### config.mk
export PLATFORM = sky130hd
export DESIGN_NAME = tmo_counter
export DESIGN_NICKNAME = d
export VERILOG_FILES = /design/src/rtl/tmo_pkg.sv /design/src/rtl/tmo_edges.sv /design/src/rtl/tmo_core.sv /design/src/rtl/tmo_flag.sv /design/src/rtl/tmo_counter.sv
export SDC_FILE = /design/constraint.sdc
export NUM_CORES = 1
export LEC_CHECK = 0
export ABC_AREA = 1
export ABC_CLOCK_PERIOD_IN_PS = 6400
export BUFFER_PORTS_ARGS = -buffer_cell sky130_fd_sc_hd__buf_2
export CAP_MARGIN = 20
export CORE_MARGIN = 8
export CORE_UTILIZATION = 42
export CTS_BUF_LIST = sky130_fd_sc_hd__clkbuf_8 sky130_fd_sc_hd__clkbuf_16
export DETAILED_ROUTE_END_ITERATION = 12
export GPL_ROUTABILITY_DRIVEN = 0
export PLACE_DENSITY = 0.65
export RECOVER_POWER = 50
export SYNTH_ARGS = -nofsm -noshare
export SYNTH_HDL_FRONTEND = slang
export SYNTH_SLANG_ARGS = --single-unit
### constraint.sdc
create_clock -name clk -period 6.4 [get_ports clk]
set_input_delay 1.28 -clock clk [delete_from_list [all_inputs] [get_ports clk]]
set_output_delay 1.28 -clock clk [all_outputs]
set_load 0.01 [all_outputs]
### src/rtl/tmo_pkg.sv
package tmo_pkg;
  typedef enum logic [1:0] {
    COND_CHARS     = 2'd0,
    COND_IDLE      = 2'd1,
    COND_POST_CHAR = 2'd2,
    COND_WINDOW    = 2'd3
  } tmo_cond_e;
endpackage

### src/rtl/tmo_edges.sv
module tmo_edges (
  input  logic clk,
  input  logic rst_n,
  input  logic line_idle,
  input  logic char_done,
  input  logic bit_tick,
  output logic idle_end,
  output logic restart,
  output logic idle_tick
);
  logic idle_q;

  always_ff @(posedge clk or negedge rst_n) begin
    if (!rst_n) idle_q <= 1'b0;
    else        idle_q <= line_idle;
  end

  // idle stretch finishes when the line turns busy
  assign idle_end  = idle_q & ~line_idle;
  assign restart   = char_done | ~line_idle;
  assign idle_tick = bit_tick & line_idle;
endmodule

### src/rtl/tmo_core.sv
module tmo_core
  import tmo_pkg::*;
#(
  parameter int CNT_W = 16
) (
  input  logic             clk,
  input  logic             rst_n,
  input  logic             en,
  input  tmo_cond_e        cond,
  input  logic [CNT_W-1:0] limit,
  input  logic [CNT_W-1:0] ext_limit,
  input  logic             char_done,
  input  logic             idle_tick,
  input  logic             restart,
  input  logic             idle_end,
  output logic             fire,
  output logic [CNT_W-1:0] count
);
  localparam logic [CNT_W-1:0] ZERO = '0;

  function automatic logic at_max(input logic [CNT_W-1:0] v);
    return &v;
  endfunction

  function automatic logic [CNT_W-1:0] bump(input logic [CNT_W-1:0] v);
    return at_max(v) ? v : v + 1'b1;
  endfunction

  function automatic logic inside_window(input logic [CNT_W-1:0] v,
                                         input logic [CNT_W-1:0] lo,
                                         input logic [CNT_W-1:0] hi);
    return (hi != ZERO) && (lo != ZERO) && (v > lo) && (v < hi);
  endfunction

  logic             armed, armed_n;
  logic [CNT_W-1:0] cnt_n, bumped;
  logic             hits;

  assign bumped = bump(count);
  assign hits   = (limit != ZERO) && !at_max(count) && (bumped == limit);

  always_comb begin
    cnt_n   = count;
    armed_n = armed;
    fire    = 1'b0;
    if (!en) begin
      cnt_n   = ZERO;
      armed_n = 1'b0;
    end else begin
      case (cond)
        COND_CHARS: begin
          if (char_done) begin
            if (hits) begin
              fire  = 1'b1;
              cnt_n = ZERO;
            end else begin
              cnt_n = bumped;
            end
          end
        end
        COND_IDLE: begin
          if (restart) cnt_n = ZERO;
          else if (idle_tick) begin
            cnt_n = bumped;
            fire  = hits;
          end
        end
        COND_POST_CHAR: begin
          if (char_done) begin
            cnt_n   = ZERO;
            armed_n = 1'b1;
          end else if (restart) begin
            cnt_n = ZERO;
          end else if (idle_tick && armed) begin
            if (hits) begin
              fire    = 1'b1;
              armed_n = 1'b0;
              cnt_n   = ZERO;
            end else begin
              cnt_n = bumped;
            end
          end
        end
        default: begin
          fire = idle_end && inside_window(count, limit, ext_limit);
          if (restart) cnt_n = ZERO;
          else if (idle_tick) cnt_n = bumped;
        end
      endcase
    end
  end

  always_ff @(posedge clk or negedge rst_n) begin
    if (!rst_n) begin
      count <= ZERO;
      armed <= 1'b0;
    end else begin
      count <= cnt_n;
      armed <= armed_n;
    end
  end
endmodule

### src/rtl/tmo_flag.sv
module tmo_flag (
  input  logic clk,
  input  logic rst_n,
  input  logic set_ev,
  input  logic clr,
  output logic flag
);
  always_ff @(posedge clk or negedge rst_n) begin
    if (!rst_n)      flag <= 1'b0;
    else if (set_ev) flag <= 1'b1;
    else if (clr)    flag <= 1'b0;
  end
endmodule

### src/rtl/tmo_counter.sv
module tmo_counter
  import tmo_pkg::*;
#(
  parameter int CNT_W = 16
) (
  input  logic             clk,
  input  logic             rst_n,
  input  logic             cfg_en,
  input  logic [1:0]       cfg_cond,
  input  logic [CNT_W-1:0] cfg_limit,
  input  logic [CNT_W-1:0] cfg_ext_limit,
  input  logic             char_done,
  input  logic             line_idle,
  input  logic             bit_tick,
  input  logic             flag_clr,
  output logic             timeout_flag
);
  logic             idle_end_w, restart_w, idle_tick_w, fire_w;
  logic [CNT_W-1:0] count_w;
  tmo_cond_e        cond_w;

  assign cond_w = tmo_cond_e'(cfg_cond);

  tmo_edges u_edges (
    .clk       (clk),
    .rst_n     (rst_n),
    .line_idle (line_idle),
    .char_done (char_done),
    .bit_tick  (bit_tick),
    .idle_end  (idle_end_w),
    .restart   (restart_w),
    .idle_tick (idle_tick_w)
  );

  tmo_core #(.CNT_W(CNT_W)) u_core (
    .clk       (clk),
    .rst_n     (rst_n),
    .en        (cfg_en),
    .cond      (cond_w),
    .limit     (cfg_limit),
    .ext_limit (cfg_ext_limit),
    .char_done (char_done),
    .idle_tick (idle_tick_w),
    .restart   (restart_w),
    .idle_end  (idle_end_w),
    .fire      (fire_w),
    .count     (count_w)
  );

  tmo_flag u_flag (
    .clk    (clk),
    .rst_n  (rst_n),
    .set_ev (fire_w),
    .clr    (flag_clr),
    .flag   (timeout_flag)
  );
endmodule

==> flow_summary.rst <==
.. list-table::
   :header-rows: 1

   * - Metric
     - Value
   * - Endpoint required time on the critical path
     - 6.59 ns
   * - P_int
     - 0.203 mW
   * - Critical path startpoint
     - line_idle
   * - Global-route wire length before repair
     - 15200 µm
   * - Half-perimeter wire length of the detailed placement result
     - 7700 µm
   * - Most frequent cell on the critical path
     - sky130_fd_sc_hd__nand2_1
   * - Count of different cell masters after synthesis
     - 39
   * - Setup slack on the worst flop-to-flop path
     - 3.54 ns
   * - Number of sinks driven by the clock tree
     - 19
   * - Synthesis-to-finish area growth
     - 10.4%
   * - Antenna cell count
     - 0
   * - Worst hold slack
     - 0.494 ns
   * - Global route overflow
     - 0
   * - Average instance area after synthesis
     - 5.92 µm²
   * - Root cell of the clock tree
     - sky130_fd_sc_hd__clkbuf_8
   * - Setup slack after placement
     - 3.37 ns
   * - Buffer depth of the longest clock path
     - 2
   * - Reg-to-Reg End
     - u_core.count[5]$_DFFE_PN0P_
   * - Hold crit path type
     - reg -> reg
   * - Series of cell instances along the critical path
     - clkbuf_1 > nand2_1 > o311ai_0 > and2_1 > nand2_1 > o21ai_1
   * - TritonCTS buffer count
     - 3
   * - Die width
     - 100 µm
   * - Area of the die
     - 10000 µm²
   * - Number of storage elements in the synthesis netlist
     - 19
   * - Maximum level of the CTS H-tree
     - 1
   * - Number of fill cells in the layout
     - 751
   * - DRC errors left
     - 0
   * - Critical path type
     - in -> reg
   * - Cell with the most instances after synthesis
     - sky130_fd_sc_hd__nand2_1
   * - Largest net degree at the start of global routing
     - 30
   * - Slew margin rel.
     - 29.8%
   * - Number of pins exceeding their max-slew limit in the final report
     - 0
   * - Largest area contributor in the netlist
     - sky130_fd_sc_hd__nand2_1
   * - Layout cell share with drive strength beyond 1
     - 11.5%
   * - YS warnings
     - 0
   * - Final count of negative-setup-slack endpoints
     - 0
   * - Critical path arrival
     - 3.10 ns
   * - First-pass detailed-route iteration total
     - 5
   * - Post-synthesis adder-cell area fraction
     - 13.5%
   * - Number of stages on the worst setup path
     - 6
   * - Post-detailed-routing wire length
     - 9240 µm
   * - Number of vias after detailed routing
     - 3345
   * - Synth async-reset ratio
     - 100%
   * - Top delay family on crit path
     - simple AND/OR/NAND/NOR gates
   * - Status
     - finished clean
   * - Final setup TNS
     - 0 ns
   * - Clock latency reported for the late side of the worst-skew pair
     - 0.26 ns
   * - Number of cells traversed by the worst register-to-register path
     - 18
   * - Via count normalized by instance count
     - 5.28
   * - Vertical die dimension
     - 100 µm
   * - Number of gates given a new drive strength after cts
     - 0
   * - Fraction of power consumed by combinational cells
     - 31.7%
   * - Max_cap viols
     - 0
   * - Final Hold Viols
     - 0
   * - Area fraction in and, or, nand and nor cells after synthesis
     - 44.2%
   * - Switching Fraction
     - 34.8%
   * - Switching power total
     - 0.109 mW
   * - Timing endpoint of the critical path
     - u_core.count[11]$_DFFE_PN0P_
   * - Vias in the first global route
     - 3160
   * - Area of the core
     - 6830 µm²
   * - Reg-to-reg critical path startpoint
     - u_core.count[0]$_DFFE_PN0P_
   * - Share of total power in the clock network
     - 26.8%
   * - Multiplexer area fraction after synthesis
     - 0%
   * - Worst path bufs/invs
     - 1
   * - Number of placed I/O pins
     - 42
   * - Worst vdd ir
     - 0.0770 mV
   * - Net count after synthesis
     - 575
   * - Critical path capture point type
     - flop
   * - Setup Fix Bufs, Post-CTS
     - 0
   * - Portion of synthesized cell area occupied by the leading cell type
     - 20.3%
   * - Maximum single-stage delay on the critical path
     - 0.55 ns
   * - Core Rows
     - 30
   * - Number of I/O port buffers
     - 41
   * - Final antenna-violating net count
     - 0
   * - Combined area of all synthesized cells
     - 2970 µm²
   * - TritonCTS clock tree
     - yes
   * - Sequential element share of the synthesized area
     - 16.0%
   * - Peak Freq
     - 0.344 GHz
   * - Area contributors post-synth
     - sky130_fd_sc_hd__nand2_1 20%, sky130_fd_sc_hd__dfrtp_1 16%, sky130_fd_sc_hd__ha_1 13%
   * - Mapped Cells
     - 502
   * - Clock-pin transition on the worst setup and hold timing paths
     - 0.07 ns
   * - Slowest library cell on the worst path
     - sky130_fd_sc_hd__and2_1
   * - Reported leakage power
     - 1.88 nW
   * - RSZ-0062 raised after global routing
     - no
   * - Transition time at the pin with the least slew margin
     - 1.05 ns
   * - Final clock skew
     - 0.00404 ns
   * - Total GRT Usage
     - 18.8%
   * - Commonest cells in the netlist
     - 161 x sky130_fd_sc_hd__nand2_1, 78 x sky130_fd_sc_hd__inv_1, 49 x sky130_fd_sc_hd__nor2_1, 41 x sky130_fd_sc_hd__nand3_1, 32 x sky130_fd_sc_hd__ha_1
   * - Share of power burned in registers
     - 41.5%
   * - Total power per unit cell area
     - 95.0 nW/µm²
   * - Synthesized-area fraction occupied by ao, oa, aoi and oai cells
     - 11.2%
   * - Number of nets in the layout
     - 612
   * - Initial Util
     - 43.5%
   * - Clock period minus worst slack
     - 2.91 ns
   * - Post-detailed-placement cell area
     - 3240 µm²
   * - XOR/XNOR Fraction of Synth Area
     - 2.82%
   * - Dominant combinational cell family by area after synthesis
     - simple AND/OR/NAND/NOR gates
   * - Final worst setup slack
     - 3.49 ns
   * - Final design area excluding fillers
     - 3280 µm²
   * - Setup crit start kind
     - input pin
   * - Top FF cell, synth
     - sky130_fd_sc_hd__dfrtp_1
   * - Violation count after the first detailed-routing iteration
     - 235
   * - Share of the cycle needed by the critical path after routing
     - 45.4%
   * - Critical Path Fanout Max
     - 16
   * - DR WL/cell
     - 14.6 µm
   * - Total of hold buffers inserted after clock tree synthesis
     - 0
   * - Number of synthesized flops with an enable pin
     - 0
   * - Final core utilization
     - 48.0%
   * - Number of antenna violations at the first check in global routing
     - 0
## logic make-up after synthesis
family / Yosys count
buf+inv: 90
fa+ha+maj: 32
compound gates: 59
xor+xnor: 8
flops: 19
simple gates: 294
## worst min-delay path by stage
stage,startpoint,to,slack (ns),cells after the start
6_report,u_flag.flag$_DFFE_PN0P_,u_flag.flag$_DFFE_PN0P_,0.49,2
5_1_grt,u_flag.flag$_DFFE_PN0P_,u_flag.flag$_DFFE_PN0P_,0.54,2
4_1_cts,u_flag.flag$_DFFE_PN0P_,u_flag.flag$_DFFE_PN0P_,0.50,2
3_5_place_dp,u_flag.flag$_DFFE_PN0P_,u_flag.flag$_DFFE_PN0P_,0.48,2
3_3_place_gp,u_flag.flag$_DFFE_PN0P_,u_flag.flag$_DFFE_PN0P_,0.46,2
2_1_floorplan,u_core.armed$_DFFE_PN0P_,u_core.armed$_DFFE_PN0P_,0.46,2
## cell type report
| cell class | count | area [µm²] | area share [%] |
|---|---|---|---|
| well taps | 96 | 120 | 3.66 |
| repair buffers | 41 | 203 | 6.18 |
| inverters | 81 | 304 | 9.27 |
| clock buffers | 3 | 41.3 | 1.26 |
| multi-input cells | 393 | 2130 | 65.0 |
| clock inverters | 1 | 3.75 | 0.114 |
| flip-flops and latches | 19 | 475 | 14.5 |
## power by group through the flow
stage	Combinational (mW)	Clock, mW	Sequential, mW
2_1_floorplan	0.0637	0	0.129
3_3_place_gp	0.0967	0	0.131
3_5_place_dp	0.0979	0	0.131
4_1_cts	0.0984	0.0861	0.129
5_1_grt	0.113	0.0919	0.130
6_report	0.0988	0.0835	0.129
## sequential cells by signal (all words and copies together) (netlist names)
signal	count
u_edges.idle_q	1
u_core.armed	1
u_core.count	16
u_flag.flag	1
## layer usage
layer | vias to the layer above | share of wire [%] | global-route usage (%)
met5 | - | 0 | 0
met4 | 0 | 1.4 | 4.42
met3 | 14 | 6.6 | 2.63
met2 | 129 | 47 | 32.0
met1 | 1502 | 44 | 24.3
li1 | 1700 | - | -
## through the flow
step                std cells  power (mW)
global route              634       0.335
floorplan                 502       0.193
detailed placement        630       0.229
finish                    634       0.312
global placement          630       0.228
CTS                       634       0.314
## tightest hold or removal path, delay by kind of cell, from the launching register on
family           cells  cell delay (ns)
AND/OR/NAND/NOR      2             0.10
flip-flops           1             0.36
## cell usage in the layout (no fill, tap or decap), types with 2 or more instances in the layout
cell                       count
sky130_fd_sc_hd__a21oi_1      23
sky130_fd_sc_hd__a22oi_1       5
sky130_fd_sc_hd__buf_2        39
sky130_fd_sc_hd__clkbuf_1      2
sky130_fd_sc_hd__clkbuf_8      3
sky130_fd_sc_hd__dfrtp_1      19
sky130_fd_sc_hd__ha_1         32
sky130_fd_sc_hd__inv_1        79
sky130_fd_sc_hd__inv_2         3
sky130_fd_sc_hd__nand2_1     161
sky130_fd_sc_hd__nand2_2       4
sky130_fd_sc_hd__nand2_4       2
sky130_fd_sc_hd__nand3_1      41
sky130_fd_sc_hd__nand4_1      19
sky130_fd_sc_hd__nor2_1       49
sky130_fd_sc_hd__nor2_2        5
sky130_fd_sc_hd__nor2_4        2
sky130_fd_sc_hd__nor3_1        2
sky130_fd_sc_hd__nor4_1        2
sky130_fd_sc_hd__o211ai_1      2
sky130_fd_sc_hd__o21ai_0      12
sky130_fd_sc_hd__o21ai_1      10
sky130_fd_sc_hd__xnor2_1       3
sky130_fd_sc_hd__xor2_1        4
(Power assumes the default switching activity.)
